<file path="src/rtl/pgrd_pkg.sv">
package pgrd_pkg;

  typedef enum logic {
    PG_IDLE = 1'b0,
    PG_WAIT = 1'b1
  } pg_state_e;

  function automatic int max2(input int a, input int b);
    return (a > b) ? a : b;
  endfunction

endpackage

</file>
<file path="src/rtl/pgrd_page_track.sv">
module pgrd_page_track #(
  parameter int PAGE_W = 18
) (
  input  logic              clk,
  input  logic              rst,
  input  logic              open_en,
  input  logic              close_en,
  input  logic [PAGE_W-1:0] req_page,
  output logic              hit
);

  logic [PAGE_W-1:0] open_page;
  logic              open_vld;

  always_ff @(posedge clk) begin
    if (rst) begin
      open_page <= '0;
      open_vld  <= 1'b0;
    end else if (open_en) begin
      open_page <= req_page;
      open_vld  <= 1'b1;
    end else if (close_en) begin
      open_vld  <= 1'b0;
    end
  end

  assign hit = open_vld && (open_page == req_page);

endmodule

</file>
<file path="src/rtl/pgrd_wait_timer.sv">
module pgrd_wait_timer #(
  parameter int WAIT_W = 3
) (
  input  logic              clk,
  input  logic              rst,
  input  logic              load,
  input  logic [WAIT_W-1:0] load_val,
  output logic              last
);

  logic [WAIT_W-1:0] remain;

  always_ff @(posedge clk) begin
    if (rst) begin
      remain <= '0;
    end else if (load) begin
      remain <= load_val;
    end else if (remain != '0) begin
      remain <= remain - 1'b1;
    end
  end

  assign last = (remain == WAIT_W'(1));

endmodule

</file>
<file path="src/rtl/pgrd_idle_timer.sv">
module pgrd_idle_timer #(
  parameter int LIMIT  = 4,
  parameter int IDLE_W = 3
) (
  input  logic clk,
  input  logic rst,
  input  logic clear,
  input  logic run,
  output logic expire
);

  logic [IDLE_W-1:0] idle_cnt;

  assign expire = run && (idle_cnt == IDLE_W'(LIMIT - 1));

  always_ff @(posedge clk) begin
    if (rst || clear || expire) begin
      idle_cnt <= '0;
    end else if (run) begin
      idle_cnt <= idle_cnt + 1'b1;
    end
  end

endmodule

</file>
<file path="src/rtl/pgrd_ctrl.sv">
module pgrd_ctrl
  import pgrd_pkg::*;
#(
  parameter int ADDR_W     = 20,
  parameter int DATA_W     = 16,
  parameter int WSEL_W     = 2,
  parameter int FULL_WAIT  = 6,
  parameter int PAGE_WAIT  = 2,
  parameter int IDLE_LIMIT = 4
) (
  input  logic              clk,
  input  logic              rst,
  input  logic              req_valid,
  output logic              req_ready,
  input  logic [ADDR_W-1:0] req_addr,
  output logic              rsp_valid,
  output logic [DATA_W-1:0] rsp_data,
  output logic              mem_ce_n,
  output logic              mem_oe_n,
  output logic [ADDR_W-1:0] mem_addr,
  input  logic [DATA_W-1:0] mem_data
);

  localparam int PAGE_W   = ADDR_W - WSEL_W;
  localparam int MAX_WAIT = max2(FULL_WAIT, PAGE_WAIT);
  localparam int WAIT_W   = $clog2(MAX_WAIT + 1);
  localparam int IDLE_W   = $clog2(IDLE_LIMIT + 1);

  pg_state_e         state;
  logic              accept;
  logic              page_hit;
  logic              wait_last;
  logic              idle_run;
  logic              idle_expire;
  logic [WAIT_W-1:0] wait_val;

  assign req_ready = (state == PG_IDLE);
  assign accept    = req_valid && req_ready;
  assign idle_run  = (state == PG_IDLE) && !mem_ce_n && !accept;
  assign wait_val  = page_hit ? WAIT_W'(PAGE_WAIT) : WAIT_W'(FULL_WAIT);

  pgrd_page_track #(.PAGE_W(PAGE_W)) u_page (
    .clk      (clk),
    .rst      (rst),
    .open_en  (accept),
    .close_en (idle_expire),
    .req_page (req_addr[ADDR_W-1:WSEL_W]),
    .hit      (page_hit)
  );

  pgrd_wait_timer #(.WAIT_W(WAIT_W)) u_wait (
    .clk      (clk),
    .rst      (rst),
    .load     (accept),
    .load_val (wait_val),
    .last     (wait_last)
  );

  pgrd_idle_timer #(.LIMIT(IDLE_LIMIT), .IDLE_W(IDLE_W)) u_idle (
    .clk    (clk),
    .rst    (rst),
    .clear  (accept),
    .run    (idle_run),
    .expire (idle_expire)
  );

  always_ff @(posedge clk) begin
    if (rst) begin
      state     <= PG_IDLE;
      mem_ce_n  <= 1'b1;
      mem_oe_n  <= 1'b1;
      mem_addr  <= '0;
      rsp_valid <= 1'b0;
      rsp_data  <= '0;
    end else begin
      rsp_valid <= 1'b0;
      case (state)
        PG_IDLE: begin
          if (accept) begin
            state    <= PG_WAIT;
            mem_ce_n <= 1'b0;
            mem_oe_n <= 1'b0;
            mem_addr <= req_addr;
          end else if (idle_expire) begin
            mem_ce_n <= 1'b1;
          end
        end
        PG_WAIT: begin
          if (wait_last) begin
            state     <= PG_IDLE;
            mem_oe_n  <= 1'b1;
            rsp_valid <= 1'b1;
            rsp_data  <= mem_data;
          end
        end
        default: state <= PG_IDLE;
      endcase
    end
  end

endmodule

</file>
<file path="config.mk">
export PLATFORM = sky130hd
export DESIGN_NAME = pgrd_ctrl
export DESIGN_NICKNAME = d
export VERILOG_FILES = /design/src/rtl/pgrd_pkg.sv /design/src/rtl/pgrd_page_track.sv /design/src/rtl/pgrd_wait_timer.sv /design/src/rtl/pgrd_idle_timer.sv /design/src/rtl/pgrd_ctrl.sv
export SDC_FILE = /design/constraint.sdc
export NUM_CORES = 1
export LEC_CHECK = 0
export ABC_AREA = 0
export BUFFER_PORTS_ARGS = -buffer_cell sky130_fd_sc_hd__buf_4
export CORE_MARGIN = 3
export CORE_UTILIZATION = 41
export DETAILED_ROUTE_END_ITERATION = 10
export PLACE_DENSITY = 0.73
export SYNTH_ARGS = -nofsm -noshare
export SYNTH_HDL_FRONTEND = slang
export SYNTH_SLANG_ARGS = --single-unit
</file>
<file path="constraint.sdc">
create_clock -name clk -period 1.6 [get_ports clk]
set_clock_uncertainty 0.2 [all_clocks]
set_input_delay 0.32 -clock clk [delete_from_list [all_inputs] [get_ports clk]]
set_output_delay 0.32 -clock clk [all_outputs]
set_load 0.05 [all_outputs]
</file>
# After elaboration in Yosys (flattened, before gate mapping)
# Cells that the tools add are included.
# word_totals
word_cells	49
register_bits	65
inputBits	39
out_inout_bits	40
# op_classes
n_reduce_logical	17
muxes	14
add_sub_neg	2
n_eq_ne	5
n_bitwise	1
# op_table
cell	count
== test 18 bit	1
two-way mux 1 bit	9
two-way mux 3 bit	3
AND reduction 2 bit	4
logical AND 1 bit	5
inequality test 2 x 1 -> 1 bit (second input constant)	2
one-hot mux 1 bit (2 select lines)	2
nonzero test 2 bit	2
adder 3 x 1 -> 3 bit (second input constant)	1
== test 3 x 1 -> 1 bit (second input constant)	1
== test 3 x 2 -> 1 bit (second input constant)	1
nonzero test 3 bit	1
subtractor 3 x 1 -> 3 bit (second input constant)	1
logical NOT 1 bit	2
logical OR 1 bit	2
OR reduction 2 bit	1
NOT 1 bit	1

# Logic depth before layout (Yosys ltp)
# Gate-level depths: netlist of the first run.
# logic_depth
depth_word	7
mapped_depth	6
ltp_nobuf	6

# Hierarchy
# A second synthesis of the first run with hierarchy kept.
# hier_totals
hier_cells	274
area_unflattened_um2	2982.9
# by_module_without_submodules
module	seq_area_each_um2	cells_each	n_inst	area_each_um2
pgrd_ctrl	800.8	148	1	1734.2
pgrd_page_track	380.4	86	1	860.8
pgrd_wait_timer	60.1	23	1	224.0
pgrd_idle_timer	60.1	17	1	163.9

# Worst setup path before layout of the first run
# OpenSTA, ideal clock, no wires.
# synth_timing
path_type	register -> register
start	reg mem_ce_n
end	reg u_idle.idle_cnt[1]
path_stages_with_launch	6
slack_ns	0.038
arrival_ns	1.289
period_less_slack_ns	1.562
n_path_buf	1
setup_time_ns	0.073
t_required_ns	1.327
cell_sequence	dfxtp_1 -> or3_1 -> buf_6 -> nor3b_2 -> a21oi_1 -> nor3_2
# synth_via
elab_chain_cells	5
# synth_rtl
element	line_no	text
start, declared	pgrd_ctrl.sv:18	output logic mem_ce_n,
start signal, assigned	pgrd_ctrl.sv:70	mem_ce_n <= 1'b1;
start signal, assigned	pgrd_ctrl.sv:81	mem_ce_n <= 1'b0;
start signal, assigned	pgrd_ctrl.sv:85	mem_ce_n <= 1'b1;
logical NOT 1 bit (*)	pgrd_ctrl.sv:39	assign idle_run = (state == PG_IDLE) && !mem_ce_n && !accept;
logical AND 1 bit (*) (2 in a row)	pgrd_ctrl.sv:39	
logical AND 1 bit	pgrd_idle_timer.sv:14	assign expire = run && (idle_cnt == IDLE_W'(LIMIT - 1));
logical OR 1 bit	pgrd_idle_timer.sv:17	if (rst || clear || expire) begin
end signal, assigned	pgrd_idle_timer.sv:20	idle_cnt <= idle_cnt + 1'b1;
end, declared	pgrd_idle_timer.sv:12	logic [IDLE_W-1:0] idle_cnt;
# Every way passes the cells marked *; elsewhere a longest branch is shown, timed or not.
# A chain may end at the register's enable or synchronous reset.

# Final worst setup path of the first run
# layout_timing
start	reg state
end	reg u_idle.idle_cnt[0]
# layout_via
elab_chain_cells	6
word_cells_on_any_way	8
classes_between	1 x bitwise; 7 x reduce/logical
# layout_rtl
element	line_no	text
start, declared	pgrd_ctrl.sv:29	pg_state_e state;
start signal, assigned	pgrd_ctrl.sv:69	state <= PG_IDLE;
start signal, assigned	pgrd_ctrl.sv:80	state <= PG_WAIT;
start signal, assigned	pgrd_ctrl.sv:90	state <= PG_IDLE;
NOT 1 bit (*)	n/a	
logical AND 1 bit	pgrd_ctrl.sv:38	assign accept = req_valid && req_ready;
logical NOT 1 bit	pgrd_ctrl.sv:39	
logical AND 1 bit	pgrd_ctrl.sv:39	
logical AND 1 bit	pgrd_idle_timer.sv:14	
logical OR 1 bit	pgrd_idle_timer.sv:17	
# Marked as above.

==> flow_metrics.env, run 1 <==
export IMPL_nFillCells=394
export IMPL_slew_at_the_pin_with_the_worst_max_slew_slack_ns=0.348
export IMPL_totalPowerFinal_w=0.00264
export IMPL_p_sw_frac=0.303
export IMPL_areaGrowthSynthToFinish_pct=39.7
export IMPL_synthMostInstantiatedCell="sky130_fd_sc_hd__dfxtp_1"
export IMPL_crit_path_leading_delay_family="simple AND/OR/NAND/NOR gates"
export IMPL_grt_pass1_vias=1571
export IMPL_timing_max_cap_violations=0
export IMPL_result_of_the_run="finished, final reports clean"
export IMPL_cts_post_setup_buffers_inserted=0
export IMPL_cp_arrival_ns=1.49
export IMPL_worstSkewPairLatency_ns=0.29
export IMPL_cts_tree="done"
export IMPL_placedCellCount=326
export IMPL_number_of_cells_produced_by_synthesis=202
export IMPL_met3WireLength_um=163
export IMPL_cts_buffers=5
export IMPL_largest_net_degree_at_the_start_of_global_routing=27
export IMPL_synth_top_area_share=0.497
export IMPL_met2WireLength_mm=2.09
export IMPL_timing_final_crit_share=0.917
export IMPL_std_cell_rows=24
export IMPL_top_level_ports=79
export IMPL_synthesis_area_um2=1890
export IMPL_grtUsageTotal=0.159
export IMPL_cp_required_ns=1.63
export IMPL_placed_area_um2=2550
export IMPL_synth_cell_types=30
export IMPL_asyncSetResetFlopFracSynth=0
export IMPL_grt_pass1_wl_mm=6.71
export IMPL_cts_sinks=47
export IMPL_sequential_to_total_area_share_from_yosys_stat=0.497
export IMPL_total_switching_power_w=0.000800
export IMPL_cts_root_to_sink_buffers=2
export IMPL_post_synth_main_area_contributors="sky130_fd_sc_hd__dfxtp_1, sky130_fd_sc_hd__nand2_1, sky130_fd_sc_hd__xnor2_1"
export IMPL_globalRoute_totalOverflow=0
export IMPL_pwr_share_clk=0.266
export IMPL_postLayoutCellArea_um2=2640
export IMPL_routed_via_density=4.87
export IMPL_ys_seq_elements=47
export IMPL_crit_path_cell_trace="or3_1, nor3_1, a21oi_1, nor3_2"
export IMPL_fp_dieW_um=73.9
export IMPL_detailedRoute_firstIterationViolations=76
export IMPL_initial_utilization=0.429
export IMPL_grt_setup_unrepaired="no"
export IMPL_post_synth_cell_area_avg_um2=9.37
export IMPL_critPathBufInv=0
export IMPL_route_final_wire_length_mm=4.16
export IMPL_drc_errors=0
export IMPL_final_ant_viol_nets=0
export IMPL_route_top_layer_used="met4"
export IMPL_critPathMaxFanout=7
export IMPL_num_vias=1622
export IMPL_timing_fmax_ghz=0.682
export IMPL_slowest_delay_ns=0.50
export IMPL_antenna_found_initial=0
export IMPL_die_area_um2=5460
export IMPL_die_h_um=73.9
export IMPL_finalMaxSlewViolations=0
export IMPL_diodes=0
export IMPL_finalCriticalPeriod_ns=1.47
export IMPL_layout_cells_non_filler=333
export IMPL_p_leak_nw=1.15
export IMPL_yosys_top_cells_count="sky130_fd_sc_hd__dfxtp_1, sky130_fd_sc_hd__nand2_1, sky130_fd_sc_hd__a21oi_1"
export IMPL_setup_viol=0
export IMPL_timing_slew_headroom=0.766
export IMPL_finalHoldViolCount=0
export IMPL_setup_slack_ns=0.133
export IMPL_dr_pass1_iters=4
export IMPL_synth_enable_flop_cells=0
export IMPL_syn_num_nets=246
export IMPL_p_int_w=0.00184
export IMPL_placement_setup_worst_slack_ns=0.102
export IMPL_p_comb_frac=0.243
export IMPL_dominantRegCellSynth="sky130_fd_sc_hd__dfxtp_1"
export IMPL_dp_hpwl_mm=3.06
export IMPL_cts_root_buffer_cell="sky130_fd_sc_hd__clkbuf_8"
export IMPL_setup_tns_final_ns=0
export IMPL_layout_drive_gt1_share=0.349
export IMPL_crit_slowest_cell="sky130_fd_sc_hd__or3_1"
export IMPL_clk_pin_slew_ns=0.08
export IMPL_wl_per_cell_um=12.5
export IMPL_ys_warnings_count=0
export IMPL_irDropWorstVdd_mv=0.562
export IMPL_netlist_top_cell_by_area="sky130_fd_sc_hd__dfxtp_1"
export IMPL_finish_net_count=325
export IMPL_wl_met1_mm=1.81
export IMPL_h_tree_depth=2
export IMPL_place_congestion=0.746
export IMPL_critical_path_class="register to register"
export IMPL_worst_hold_path_type="input port to register"
export IMPL_io_buffers=78
export IMPL_endpoint_kind_of_the_worst_setup_timing_path="register"
export IMPL_seq_power_share=0.492
export IMPL_start_kind="register"
export IMPL_floorplan_core_area_um2=4410
export IMPL_power_density_nw_per_um2=1000
[timing repair]
item	CTS	global route
setup endpoints to repair	0	3
gates resized for setup	0	1
hold buffers	0	0
[power by group through the flow]
stage / Combinational [W] / Sequential [W] / Clock (W)
after CTS: 0.000649 / 0.00130 / 0.000726
after detailed placement: 0.000647 / 0.00133 / 0
final: 0.000641 / 0.00130 / 0.000702
after global routing: 0.000704 / 0.00131 / 0.000770
after floorplan: 0.000253 / 0.00149 / 0
after global placement: 0.000640 / 0.00133 / 0
[final timing paths]
check / start / end / slack [ns] / depth (start not counted)
worst min-delay path: mem_data[0] / rsp_data[0]$_SDFFE_PP0P_ / 0.03 / 2
worst min register to register: mem_oe_n$_SDFFE_PP1P_ / mem_oe_n$_SDFFE_PP1P_ / 0.25 / 2
worst max register to register: state$_SDFF_PP0_ / u_idle.idle_cnt[0]$_SDFFE_PP0N_ / 0.13 / 4
worst max-delay path: state$_SDFF_PP0_ / u_idle.idle_cnt[0]$_SDFFE_PP0N_ / 0.13 / 4
[cell families (layout without fill, tap and decap cells)]
kind of cell    after synthesis  in the layout  synth area share
fa+ha+maj                     5              5            0.0331
flops                        47             47             0.497
compound gates               48             48             0.167
simple gates                 66             66             0.169
buf+inv                      17             96            0.0456
xor+xnor                     19             19            0.0880
[area by class of cell]
type / instances / area (µm²) / area share
inverters: 6 / 22.5 / 0.00852
multi-input cells: 138 / 865 / 0.327
clock inverters: 1 / 5.00 / 0.00189
flip-flops and latches: 47 / 942 / 0.357
clock buffers: 6 / 82.6 / 0.0313
repair buffers: 83 / 661 / 0.250
well taps: 52 / 65.1 / 0.0246
[registers in the layout, summed over array words and instances, names as in the netlist]
name / count
u_page.open_page: 12
mem_addr: 8
state: 1
rsp_valid: 1
mem_ce_n: 1
rsp_data: 16
mem_oe_n: 1
u_page.open_vld: 1
u_idle.idle_cnt: 3
u_wait.remain: 3
[worst reg2reg max path: stages, from the launching register on]
cell,delay (ns)
sky130_fd_sc_hd__dfxtp_2,0.35
sky130_fd_sc_hd__or3_1,0.50
sky130_fd_sc_hd__nor3_1,0.18
sky130_fd_sc_hd__a21oi_1,0.07
sky130_fd_sc_hd__nor3_2,0.09
[metrics by stage]
stage / hold WS (ns) / utilization
2_1_floorplan: 0.230 / -
4_1_cts: 0.0218 / 0.598
3_5_place_dp: 0.238 / 0.579
3_3_place_gp: 0.234 / 0.579
5_1_grt: 0.0204 / 0.599
6_report: 0.0272 / 0.599
[cell usage in the layout (no fill, tap or decap), types with 3 or more instances in the layout]
cell                        n
sky130_fd_sc_hd__buf_12     3
sky130_fd_sc_hd__nand4_1    3
sky130_fd_sc_hd__inv_1      6
sky130_fd_sc_hd__nor3_1     5
sky130_fd_sc_hd__dfxtp_1   46
sky130_fd_sc_hd__nor3_2     3
sky130_fd_sc_hd__xnor2_1   17
sky130_fd_sc_hd__a22o_1    16
sky130_fd_sc_hd__buf_4     80
sky130_fd_sc_hd__nand2_1   45
sky130_fd_sc_hd__a21oi_1   26
sky130_fd_sc_hd__ha_1       5
sky130_fd_sc_hd__clkbuf_8   6
[routing by layer]
layer | global-route usage | vias up
met3 | 0.0301 | 7
li1 | - | 841
met5 | 0 | -
met1 | 0.180 | 742
met4 | 0.0845 | 0
met2 | 0.281 | 32
(Power assumes the default switching activity.)
==> inputs of run 2 (changes only) <==
--- a/config.mk
+++ b/config.mk
@@ -10,7 +10,9 @@
 export CORE_MARGIN = 3
 export CORE_UTILIZATION = 41
 export DETAILED_ROUTE_END_ITERATION = 10
+export GPL_ROUTABILITY_DRIVEN = 0
 export PLACE_DENSITY = 0.73
+export RECOVER_POWER = 25
 export SYNTH_ARGS = -nofsm -noshare
 export SYNTH_HDL_FRONTEND = slang
 export SYNTH_SLANG_ARGS = --single-unit
==> constraint.sdc (replaced) <==
create_clock -name clk -period 1.6 [get_ports clk]
set_clock_uncertainty 0.2 [all_clocks]
set_input_delay 0.08 -clock clk [delete_from_list [all_inputs] [get_ports clk]]
set_output_delay 0.08 -clock clk [all_outputs]
set_load 0.05 [all_outputs]
==> flow_metrics.env, run 2 (synthesis results as in run 1) <==
export IMPL_worstHoldPathCells=2
export IMPL_r2r_setup_slack_ns=0.11
export IMPL_cts_post_setup_buffers_inserted=0
export IMPL_finalMaxSlewViolations=0
export IMPL_cts_root_to_sink_buffers=2
export IMPL_timing_max_cap_violations=0
export IMPL_power_density_nw_per_um2=910
export IMPL_h_tree_depth=2
export IMPL_final_ant_viol_nets=0
export IMPL_grt_pass1_vias=1758
export IMPL_layout_drive_gt1_share=0.243
export IMPL_timing_fmax_ghz=0.660
export IMPL_routed_via_density=4.77
export IMPL_finish_net_count=364
export IMPL_timing_rr_start="u_idle.idle_cnt[0]$_SDFFE_PP0N_"
export IMPL_start_kind="input port"
export IMPL_timing_slew_headroom=0.587
export IMPL_cts_buffers=5
export IMPL_worstSkewPairLatency_ns=0.29
export IMPL_detailedRoute_firstIterationViolations=88
export IMPL_die_h_um=73.9
export IMPL_antenna_found_initial=0
export IMPL_largestRegisters="rsp_data x16, u_page.open_page x12, mem_addr x8"
export IMPL_timing_reg2reg_worst_path_depth=5
export IMPL_crit_path_leading_delay_family="buffers and inverters"
export IMPL_floorplan_core_area_um2=4410
export IMPL_placed_area_um2=2560
export IMPL_timing_final_crit_share=0.946
export IMPL_route_final_wire_length_mm=4.86
export IMPL_slew_at_the_pin_with_the_worst_max_slew_slack_ns=0.622
export IMPL_nFillCells=385
export IMPL_irDropWorstVdd_mv=0.656
export IMPL_crit_path_cell_trace="dlygate4sd3_1, buf_4, and2b_2, buf_4, nor3_1, a211oi_1"
export IMPL_top_level_ports=79
export IMPL_worst_setup_path_startpoint="req_valid"
export IMPL_globalRoute_totalOverflow=0
export IMPL_worst_hold_path_type="register to register"
export IMPL_placement_setup_worst_slack_ns=0.0944
export IMPL_io_buffers=78
export IMPL_final_core_utilization=0.668
export IMPL_crit_slowest_cell="sky130_fd_sc_hd__dlygate4sd3_1"
export IMPL_layout_cells_most_common="sky130_fd_sc_hd__buf_4"
export IMPL_num_vias=1779
export IMPL_std_cell_rows=24
export IMPL_cp_required_ns=1.57
export IMPL_timing_hold_worst_start="mem_oe_n$_SDFFE_PP1P_"
export IMPL_dp_hpwl_mm=3.17
export IMPL_setup_slack_ns=0.0859
export IMPL_postLayoutCellArea_um2=2950
export IMPL_cts_root_buffer_cell="sky130_fd_sc_hd__clkbuf_8"
export IMPL_critPathBufInv=3
export IMPL_finalCriticalPeriod_ns=1.51
export IMPL_endpoint_kind_of_the_worst_setup_timing_path="register"
export IMPL_reg2reg_to="u_idle.idle_cnt[2]$_SDFFE_PP0N_"
export IMPL_totalPowerFinal_w=0.00268
export IMPL_cts_sinks=47
export IMPL_critical_path_class="input port to register"
export IMPL_wl_per_cell_um=13.0
export IMPL_critPathMaxFanout=20
export IMPL_grtUsageTotal=0.182
export IMPL_p_leak_nw=1.22
export IMPL_result_of_the_run="finished, final reports clean"
export IMPL_finalHoldViolCount=0
export IMPL_flip_flop_count_of_the_largest_register_after_layout=16
export IMPL_fp_dieW_um=73.9
export IMPL_grt_pass1_wl_mm=7.81
export IMPL_drc_errors=0
export IMPL_timing_critical_path_mode_cell="sky130_fd_sc_hd__buf_4"
export IMPL_die_area_um2=5460
export IMPL_layout_cells_most_common_list="sky130_fd_sc_hd__buf_4, sky130_fd_sc_hd__dfxtp_1, sky130_fd_sc_hd__nand2_1"
export IMPL_clk_pin_slew_ns=0.08
export IMPL_setup_viol=0
export IMPL_cp_arrival_ns=1.48
export IMPL_diodes=0
export IMPL_max_flop_register="rsp_data"
export IMPL_cts_tree="done"
export IMPL_areaGrowthSynthToFinish_pct=56.0
export IMPL_largest_net_degree_at_the_start_of_global_routing=29
export IMPL_hold_end="mem_oe_n$_SDFFE_PP1P_"
export IMPL_slowest_delay_ns=0.54
export IMPL_initial_utilization=0.429
export IMPL_dr_pass1_iters=4
==> run 2: cell count changes in the layout (fill, tap and decap cells not counted), sizes merged <==
cell         change
dlygate4sd3     +38
clkbuf          +22
buf             -20
==> run 2: where the power goes <==
| part | switching [W] | leakage (nW) | internal (W) |
|---|---|---|---|
| clock | 0.000370 | 0.0422 | 0.000307 |
| sequential | 0.0000580 | 0.384 | 0.00124 |
| combinational | 0.000401 | 0.792 | 0.000306 |
==> run 2: tightest hold or removal path, stage by stage, from the launching register on <==
cell                      delay, ns
sky130_fd_sc_hd__dfxtp_1       0.31
sky130_fd_sc_hd__nand2_1       0.05
sky130_fd_sc_hd__nand2_1       0.04
==> run 2: through the flow <==
stage / hold slack (ns) / TNS [ns] / cells
global placement: 0.0901 / 0 / 327
finish: 0.248 / 0 / 373
floorplan: -0.00977 / 0 / 202
CTS: 0.254 / 0 / 373
global route: 0.291 / -0.00166 / 373
detailed placement: 0.0943 / 0 / 327
==> run 2: worst max-delay path by stage <==
| stage | endpoint | slack [ns] | cells after the start |
|---|---|---|---|
| detailed placement | u_wait.remain[2]$_SDFFE_PP0P_ | 0.09 | 4 |
| global route | u_wait.remain[2]$_SDFFE_PP0P_ | -0.002 | 6 |
| floorplan | u_idle.idle_cnt[1]$_SDFFE_PP0N_ | 0.04 | 5 |
| global placement | u_wait.remain[2]$_SDFFE_PP0P_ | 0.14 | 4 |
| CTS | u_idle.idle_cnt[1]$_SDFFE_PP0N_ | 0.05 | 6 |
| finish | u_wait.remain[2]$_SDFFE_PP0P_ | 0.09 | 6 |
==> run 2: per-layer routing <==
layer / vias up / GRT usage / part of all wire
li1: 922 / - / -
met1: 809 / 0.211 / 0.42
met2: 44 / 0.336 / 0.53
met3: 4 / 0.0369 / 0.043
met4: 0 / 0.0543 / 0.0095
met5: - / 0 / 0
==> run 2: cell type report <==
type                    instances  area [µm²]  share of cell area
flip-flops and latches         47         942               0.319
inverters                       6        22.5             0.00763
repair buffers                122         970               0.329
clock buffers                   7        76.3              0.0259
clock inverters                 1        5.00             0.00170
multi-input cells             138         870               0.295
well taps                      52        65.1              0.0221
==> run 2: what timing repair did <==
| item | 4_1_cts | 5_1_grt |
|---|---|---|
| hold buffers | 38 | 0 |
| resized for setup | 0 | 2 |
| hold endpoints to repair | 39 | 0 |
| setup endpoints to repair | 0 | 2 |
